## config.mk

```make
export PLATFORM = sky130hd
export DESIGN_NAME = sdram_powerup_seq
export DESIGN_NICKNAME = d
export VERILOG_FILES = /design/src/rtl/sdram_init_pkg.sv /design/src/rtl/sdram_init_timer.sv /design/src/rtl/sdram_init_fsm.sv /design/src/rtl/sdram_init_cmd_drv.sv /design/src/rtl/sdram_powerup_seq.sv
export SDC_FILE = /design/constraint.sdc
export NUM_CORES = 1
export LEC_CHECK = 0
export BUFFER_PORTS_ARGS = -buffer_cell sky130_fd_sc_hd__buf_2
export CAP_MARGIN = 5
export CELL_PAD_IN_SITES_DETAIL_PLACEMENT = 0
export CELL_PAD_IN_SITES_GLOBAL_PLACEMENT = 2
export CORE_ASPECT_RATIO = 0.7
export CORE_UTILIZATION = 30
export DETAILED_ROUTE_END_ITERATION = 10
export PLACE_DENSITY_LB_ADDON = 0.3
export SYNTH_ARGS = -nofsm -noshare
export SYNTH_HDL_FRONTEND = slang
export SYNTH_SLANG_ARGS = --single-unit
```

## constraint.sdc

```tcl
create_clock -name clk -period 2.55 [get_ports clk]
set_input_delay 0.51 -clock clk [delete_from_list [all_inputs] [get_ports clk]]
set_output_delay 0.51 -clock clk [all_outputs]
set_load 0.1 [all_outputs]
```

## src/rtl/sdram_init_pkg.sv

```systemverilog
package sdram_init_pkg;

  typedef enum logic [3:0] {
    ST_IDLE,
    ST_NOP,
    ST_PRE,
    ST_WAIT_RP,
    ST_REF1,
    ST_WAIT_RF1,
    ST_REF2,
    ST_WAIT_RF2,
    ST_MRS,
    ST_WAIT_MRD,
    ST_DONE
  } init_state_e;

  // {CS#, RAS#, CAS#, WE#}
  localparam logic [3:0] CMD_NOP = 4'b0111;
  localparam logic [3:0] CMD_PRE = 4'b0010;
  localparam logic [3:0] CMD_REF = 4'b0001;
  localparam logic [3:0] CMD_LMR = 4'b0000;

endpackage

```

## src/rtl/sdram_init_timer.sv

```systemverilog
module sdram_init_timer #(
  parameter int CNT_W = 4
) (
  input  logic             clk,
  input  logic             rst,
  input  logic             load,
  input  logic [CNT_W-1:0] load_val,
  output logic             expired
);

  logic [CNT_W-1:0] cnt_q;

  always_ff @(posedge clk) begin
    if (rst) begin
      cnt_q <= '0;
    end else if (load) begin
      cnt_q <= load_val;
    end else if (cnt_q != '0) begin
      cnt_q <= cnt_q - 1'b1;
    end
  end

  assign expired = (cnt_q == '0);

endmodule

```

## src/rtl/sdram_init_fsm.sv

```systemverilog
module sdram_init_fsm
  import sdram_init_pkg::*;
#(
  parameter int T_RP  = 2,
  parameter int T_RFC = 8,
  parameter int T_MRD = 2,
  parameter int CNT_W = 4
) (
  input  logic             clk,
  input  logic             rst,
  input  logic             stable,
  input  logic             expired,
  output init_state_e      state,
  output logic             load,
  output logic [CNT_W-1:0] load_val
);

  localparam logic [CNT_W-1:0] RP_LOAD  = CNT_W'(T_RP - 1);
  localparam logic [CNT_W-1:0] RFC_LOAD = CNT_W'(T_RFC - 1);
  localparam logic [CNT_W-1:0] MRD_LOAD = CNT_W'(T_MRD - 1);

  init_state_e state_q, state_d;

  always_comb begin
    state_d  = state_q;
    load     = 1'b0;
    load_val = '0;
    unique case (state_q)
      ST_IDLE:     if (stable) state_d = ST_NOP;
      ST_NOP:      state_d = ST_PRE;
      ST_PRE: begin
        load     = 1'b1;
        load_val = RP_LOAD;
        state_d  = ST_WAIT_RP;
      end
      ST_WAIT_RP:  if (expired) state_d = ST_REF1;
      ST_REF1: begin
        load     = 1'b1;
        load_val = RFC_LOAD;
        state_d  = ST_WAIT_RF1;
      end
      ST_WAIT_RF1: if (expired) state_d = ST_REF2;
      ST_REF2: begin
        load     = 1'b1;
        load_val = RFC_LOAD;
        state_d  = ST_WAIT_RF2;
      end
      ST_WAIT_RF2: if (expired) state_d = ST_MRS;
      ST_MRS: begin
        load     = 1'b1;
        load_val = MRD_LOAD;
        state_d  = ST_WAIT_MRD;
      end
      ST_WAIT_MRD: if (expired) state_d = ST_DONE;
      ST_DONE:     state_d = ST_DONE;
      default:     state_d = ST_IDLE;
    endcase
  end

  always_ff @(posedge clk) begin
    if (rst) state_q <= ST_IDLE;
    else     state_q <= state_d;
  end

  assign state = state_q;

endmodule

```

## src/rtl/sdram_init_cmd_drv.sv

```systemverilog
module sdram_init_cmd_drv
  import sdram_init_pkg::*;
#(
  parameter int               MODE_W     = 10,
  parameter logic [MODE_W-1:0] MODE_VALUE = '0
) (
  input  init_state_e        state,
  output logic [3:0]         cmd,
  output logic               a10,
  output logic [MODE_W-1:0]  mode_addr,
  output logic               done
);

  always_comb begin
    cmd       = CMD_NOP;
    a10       = 1'b0;
    mode_addr = '0;
    done      = 1'b0;
    unique case (state)
      ST_PRE: begin
        cmd = CMD_PRE;
        a10 = 1'b1;
      end
      ST_REF1, ST_REF2: cmd = CMD_REF;
      ST_MRS: begin
        cmd       = CMD_LMR;
        mode_addr = MODE_VALUE;
      end
      ST_DONE: done = 1'b1;
      default: cmd = CMD_NOP;
    endcase
  end

endmodule

```

## src/rtl/sdram_powerup_seq.sv

```systemverilog
module sdram_powerup_seq
  import sdram_init_pkg::*;
#(
  parameter int                T_RP       = 2,
  parameter int                T_RFC      = 8,
  parameter int                T_MRD      = 2,
  parameter int                MODE_W     = 10,
  parameter logic [MODE_W-1:0] MODE_VALUE = MODE_W'(10'h032)
) (
  input  logic              clk,
  input  logic              rst,
  input  logic              pwr_stable_i,
  output logic [3:0]        cmd_o,
  output logic              a10_o,
  output logic [MODE_W-1:0] mode_addr_o,
  output logic              init_done_o
);

  localparam int T_MAX1 = (T_RP > T_RFC) ? T_RP : T_RFC;
  localparam int T_MAX  = (T_MAX1 > T_MRD) ? T_MAX1 : T_MRD;
  localparam int CNT_W  = (T_MAX > 1) ? $clog2(T_MAX) : 1;

  init_state_e      state;
  logic             load;
  logic [CNT_W-1:0] load_val;
  logic             expired;

  sdram_init_fsm #(
    .T_RP (T_RP),
    .T_RFC(T_RFC),
    .T_MRD(T_MRD),
    .CNT_W(CNT_W)
  ) u_fsm (
    .clk     (clk),
    .rst     (rst),
    .stable  (pwr_stable_i),
    .expired (expired),
    .state   (state),
    .load    (load),
    .load_val(load_val)
  );

  sdram_init_timer #(
    .CNT_W(CNT_W)
  ) u_timer (
    .clk     (clk),
    .rst     (rst),
    .load    (load),
    .load_val(load_val),
    .expired (expired)
  );

  sdram_init_cmd_drv #(
    .MODE_W    (MODE_W),
    .MODE_VALUE(MODE_VALUE)
  ) u_drv (
    .state    (state),
    .cmd      (cmd_o),
    .a10      (a10_o),
    .mode_addr(mode_addr_o),
    .done     (init_done_o)
  );

endmodule

```

Word-level counts from Yosys, hierarchy flattened
Index checks and enable logic that the tools add are counted.
W data, S select, Z words.
{ "word_totals": {"regBits": 7, "latch_bits": 0, "memories": 0, "in_bits": 3, "mem_bits_ro": 0, "out_inout_bits": 16, "ram_bits": 0, "word_cells": 40} }
{ "op_classes": {"n_addsub": 1, "bitwise_logic": 0, "magnitude_cmp": 0, "muxes": 14, "n_mul": 0, "n_shift": 0, "n_div": 0, "n_reduce_logical": 8, "eq_ne": 15} }
{ "op_table": {"columns": ["op", "n"], "rows": [
  ["$pmux W4 S11", 1],
  ["$mux W4", 5],
  ["$eq A4 B3 Y1 const B", 4],
  ["$eq A4 B4 Y1 const B", 3],
  ["$ne A2 B2 Y1 const B", 5],
  ["$pmux W3 S3", 1],
  ["$eq A4 B2 Y1 const B", 2],
  ["$mux W3", 2],
  ["$mux W6", 1],
  ["$pmux W3 S2", 1],
  ["$reduce_and A5 Y1", 1],
  ["$eq A4 B1 Y1 const B", 1],
  ["$logic_not A4 Y1", 1],
  ["$reduce_or A2 Y1", 2],
  ["$reduce_or A4 Y1", 1],
  ["$logic_not A3 Y1", 1],
  ["$mux W1", 3],
  ["$reduce_bool A3 Y1", 1],
  ["$sub A3 B1 Y3 const B", 1],
  ["$reduce_bool A2 Y1", 1]
]} }

Logic depth before layout (Yosys ltp)
{ "logic_depth": {"depth_word": 4, "mapped_depth": 5, "depth_no_buf": 5} }

Cells and area by module
A second synthesis with hierarchy kept.
{ "unflattened": {"hier_cells": 76, "hier_area_um2": 646.9} }
{ "modules_own_cells": {"columns": ["mod", "area_per_inst_um2", "seq_area_each_um2", "instances", "cells_each"], "rows": [
  ["sdram_init_fsm", 286.5, 80.1, 1, 33],
  ["sdram_init_timer", 206.4, 60.1, 1, 22],
  ["sdram_init_cmd_drv", 153.9, 0.0, 1, 21]
]} }

Least setup slack after synthesis
Ideal clock, no wire load.
{ "synth_timing": {"path_kind": "register to output", "start": "register u_fsm.state_q[0], in the netlist u_fsm.state[0]", "end": "output port cmd_o[1]", "stages_incl_launch_ff": 4, "path_slack_ns": -0.512, "t_arrival_ns": 2.552, "required_time_ns": 2.040, "n_path_buf": 1, "path_cell_list": "dfxtp_1 > buf_6 > nor4b_4 > a21oi_1"} }
{ "synth_between": {"elab_chain_cells": 3, "word_cells_on_any_way": 6, "classes_between": "eq/ne: 4; mux: 1; reduce/logical: 1"} }
{ "synth_rtl": {"columns": ["item", "line", "text"], "rows": [
  ["start, declared", "sdram_init_fsm.sv:22", "init_state_e state_q, state_d;"],
  ["start signal, assigned", "sdram_init_fsm.sv:62", "else state_q <= state_d;"],
  ["$eq A4 B3 Y1", "sdram_init_cmd_drv.sv:19", "unique case (state)"],
  ["$reduce_or A2 Y1 (no source line)", null, null],
  ["$pmux W3 S3 (*)", "sdram_init_cmd_drv.sv:19", null],
  ["end, declared", "sdram_powerup_seq.sv:13", "output logic [3:0] cmd_o,"]
]} }
Every way passes the cells marked *; elsewhere a longest branch is shown, timed or not.

Worst setup path after layout
{ "layout_timing": {"start": "register u_fsm.state_q[3], in the netlist u_fsm.state[3]", "end": "output port mode_addr_o[5]"} }
{ "layout_between": {"elab_chain_cells": 2} }
{ "layout_rtl": {"columns": ["item", "line", "text"], "rows": [
  ["$eq A4 B4 Y1", "sdram_init_cmd_drv.sv:19", null],
  ["$mux W6", "sdram_init_cmd_drv.sv:19", null],
  ["end, declared", "sdram_powerup_seq.sv:15", "output logic [MODE_W-1:0] mode_addr_o,"]
]} }
No other way between the ends.

==> out/summary.log <==
qor: run_status.status finished clean
qor: die.die-height 39.4 um
qor: placed_design.gp_routability_congestion 0.662
qor: setup_path.critical_path.max_fanout 13
qor: sta.max_clock_freq 0.425 GHz
qor: clocking.ctsRootBufferMaster sky130_fd_sc_hd__clkbuf_4
qor: synthesis.proportion_of_synthesized_chip_area_in_sequential_cells 0.234
qor: routing.drtIter0Drc 0
qor: setup_path.r2r_end u_fsm.state[1]$_SDFFE_PP0P_
qor: sta.final.period_utilization 0.924
qor: sta.period_minus_slack 2.36 ns
qor: final_layout.layout-area-overhead-vs-synth 3.76%
qor: power.p_leak 0.304 nW
qor: placed_design.post_dp_cell_area 596 sq um
qor: grt.grt_max_degree 14
qor: grt.wire_length_of_the_first_global_routing_pass 1740 um
qor: sta.worstMarginPinSlew 0.532 ns
qor: final_layout.layout.cells.most_common sky130_fd_sc_hd__buf_2
qor: placed_design.detailed_place_hpwl 824 um
qor: sta.slew_headroom 0.645
qor: grt.via_count_of_the_first_global_routing_pass 351
qor: synthesis.async_set_or_reset_register_ratio_after_synthesis 0
qor: run.max_cap_viol_count 0
qor: synthesis.number_of_register_bits_inferred_by_synthesis 7
qor: die.floorplan.rows 13
qor: grt.global_route.usage.met3 0.0495
qor: synthesis.netlist_instances 68
qor: die.initial_utilization 0.320
qor: die.top_level_ports 19
qor: clocking.max-clock-path-buffers 2
qor: worst_hold_path.holdCritStartpoint pwr_stable_i
qor: synthesis.yosys-top-cells-area sky130_fd_sc_hd__dfxtp_1 (23%), sky130_fd_sc_hd__buf_4 (13%), sky130_fd_sc_hd__a21oi_1 (4.2%)
qor: setup_path.criticalPathCategory flop to output port
qor: synthesis.post_synth_edffs 0
qor: worst_hold_path.hold-path-endpoint u_fsm.state[0]$_SDFFE_PP0P_
qor: clocking.tritoncts_num_sinks 7
qor: worst_hold_path.hp-class input pin to flop
qor: sta.timing.final.ws_setup 0.195 ns
qor: placed_design.buffer_ports.inserted 10
qor: worst_hold_path.timing.hold.worst_path_depth 2
qor: placed_design.post-place-ws 0.459 ns
qor: setup_path.reg2reg_slack 1.03 ns
qor: setup_path.cp_data_required_time 2.04 ns
qor: grt.use_met2 0.148
qor: sta.timing.clock.skew 0.00641 ns
qor: final_layout.layout-drive-gt1-share 0.280
qor: grt.global_route.usage.met1 0.145
qor: final_layout.mostFrequentLayoutCells sky130_fd_sc_hd__buf_2 (10), sky130_fd_sc_hd__conb_1 (8), sky130_fd_sc_hd__dfxtp_1 (7)
qor: clocking.cts_tree yes
qor: final_layout.antennaDiodeCount 0
qor: synthesis.syn_area_per_cell 8.81 sq um
qor: final_layout.finalNetCount 81
qor: grt.most_used_layer_global_route met2
qor: clocking.ctsHoldBuffers 0
qor: die.core_area 1870 sq um
qor: clocking.worst_skew_pair_latency 0.26 ns
qor: routing.routed_wirelength 1140 um
qor: clocking.cts_clock_pin_slew_for_the_worst_setup_and_hold_paths 0.06 ns
qor: synthesis.ys_types 33
qor: grt.grt-ovfl-total 0
qor: routing.drt.antenna.violating_nets 0
qor: synthesis.area_share_of_the_largest_cell_type_after_synthesis 0.234
qor: routing.drt-pass1-iter-count 1
qor: sta.final_count_of_pins_violating_max_slew 0
qor: setup_path.crit_arrival 1.85 ns
qor: clocking.post_cts.resized_instances 0
qor: power.max-vdd-ir-drop 267 uV
qor: sta.hold_viol_final 0
qor: setup_path.worst_setup_path_end_kind output port
qor: sta.grt_setup_unrepaired no
qor: setup_path.critical-path-slowest-cell sky130_fd_sc_hd__dfxtp_1
qor: synthesis.yosys.area.top_type sky130_fd_sc_hd__dfxtp_1
qor: routing.drt-vias-per-instance 4.62
qor: synthesis.netlist_area 599 sq um
qor: sta.setup_viol 0
qor: clocking.cts_buffers 3
qor: clocking.post-cts-setup-buffer-count 0
qor: final_layout.final_area 622 sq um
qor: grt.antenna_found_initial 0
qor: synthesis.yosys_warnings 0
qor: routing.wire_per_inst 11.8 um
qor: routing.drc_errors 0
qor: grt.globalRouteTotalUtil 0.117
qor: setup_path.reg2reg_from u_timer.cnt_q[0]$_SDFFE_PP0P_
qor: final_layout.n_fill_cell 197
qor: power.power.density_cell_area 1000 nW/um^2
qor: setup_path.worst-r2r-cell-count 5
qor: die.floorplan.die_area 2180 sq um
qor: setup_path.worstSetupStartpointType flop
qor: setup_path.max_stage_delay 0.58 ns
qor: setup_path.path_cells nor4b_4, buf_2
qor: synthesis.leading_register_cell_type_out_of_synthesis sky130_fd_sc_hd__dfxtp_1
qor: clocking.htree_num_levels 1
qor: die.die_width 55.4 um
qor: routing.via_count 448
[registers in the layout (all words and copies together) (netlist names)]
register and flops:
u_fsm.state 4, u_timer.cnt_q 3
[how the worst max path moves through the flow]
stage | from | endpoint | cells past startpoint
global placement | u_fsm.state[3]$_SDFFE_PP0P_ | mode_addr_o[4] | 2
detailed placement | u_fsm.state[3]$_SDFFE_PP0P_ | mode_addr_o[5] | 2
global route | u_fsm.state[3]$_SDFFE_PP0P_ | mode_addr_o[1] | 2
floorplan | u_fsm.state[0]$_SDFFE_PP0P_ | cmd_o[1] | 3
finish | u_fsm.state[3]$_SDFFE_PP0P_ | mode_addr_o[5] | 2
CTS | u_fsm.state[3]$_SDFFE_PP0P_ | mode_addr_o[5] | 2
[Yosys cell counts (2+ instances only)]
library cell	count
sky130_fd_sc_hd__o21bai_1	2
sky130_fd_sc_hd__a21oi_1	5
sky130_fd_sc_hd__inv_1	3
sky130_fd_sc_hd__nand2_1	5
sky130_fd_sc_hd__buf_2	2
sky130_fd_sc_hd__buf_6	2
sky130_fd_sc_hd__nor2_1	4
sky130_fd_sc_hd__buf_4	10
sky130_fd_sc_hd__dfxtp_1	7
sky130_fd_sc_hd__xor2_1	2
sky130_fd_sc_hd__a21oi_2	2
sky130_fd_sc_hd__nor3_1	2
sky130_fd_sc_hd__ha_1	2
[per-stage QoR]
stage / power [mW] / utilization / setup TNS (ns) / instances / hold WS, ns
global route: 0.662 / 0.332 / 0 / 97 / 0.523
global placement: 0.525 / 0.318 / 0 / 93 / 0.571
detailed placement: 0.520 / 0.318 / 0 / 93 / 0.557
finish: 0.623 / 0.332 / 0 / 97 / 0.503
floorplan: 0.487 / - / -0.972 / 75 / 0.525
CTS: 0.630 / 0.332 / 0 / 97 / 0.496
[critical path, delay by kind of cell (launching register included)]
| family | cells | cell delay (ns) |
|---|---|---|
| and+or+nand+nor | 1 | 0.49 |
| DFF | 1 | 0.58 |
| buffers and inverters | 1 | 0.52 |
[cells by family after synthesis]
kind of cell	after synthesis	share of synthesized area
mux	1	0.0188
fa+ha+maj	2	0.0417
buf+inv	17	0.198
xor+xnor	3	0.0438
flops	7	0.234
compound gates	18	0.234
simple gates	19	0.223
other cells	1	0.00626
[power breakdown]
part / total (mW) / leakage (nW) / internal, mW / switching [mW]
registers: 0.171 / 0.0577 / 0.137 / 0.0340
clock network: 0.107 / 0.0150 / 0.0601 / 0.0466
logic: 0.346 / 0.231 / 0.114 / 0.232
[layer usage]
layer | routed length, um | share of wire | up-vias
li1 | - | - | 234
met1 | 604 | 0.53 | 199
met2 | 443 | 0.39 | 10
met3 | 55 | 0.048 | 5
met4 | 38 | 0.033 | 0
met5 | 0 | 0 | -
[layout make-up]
cell class	instances	area, sq um	share of cell area
multi-input combinational	51	367	0.590
sequential	7	140	0.225
timing repair buffer	10	50.0	0.0805
tap	22	27.5	0.0443
clock buffer	4	26.3	0.0423
inverter	3	11.3	0.0181
(Power assumes the default switching activity.)
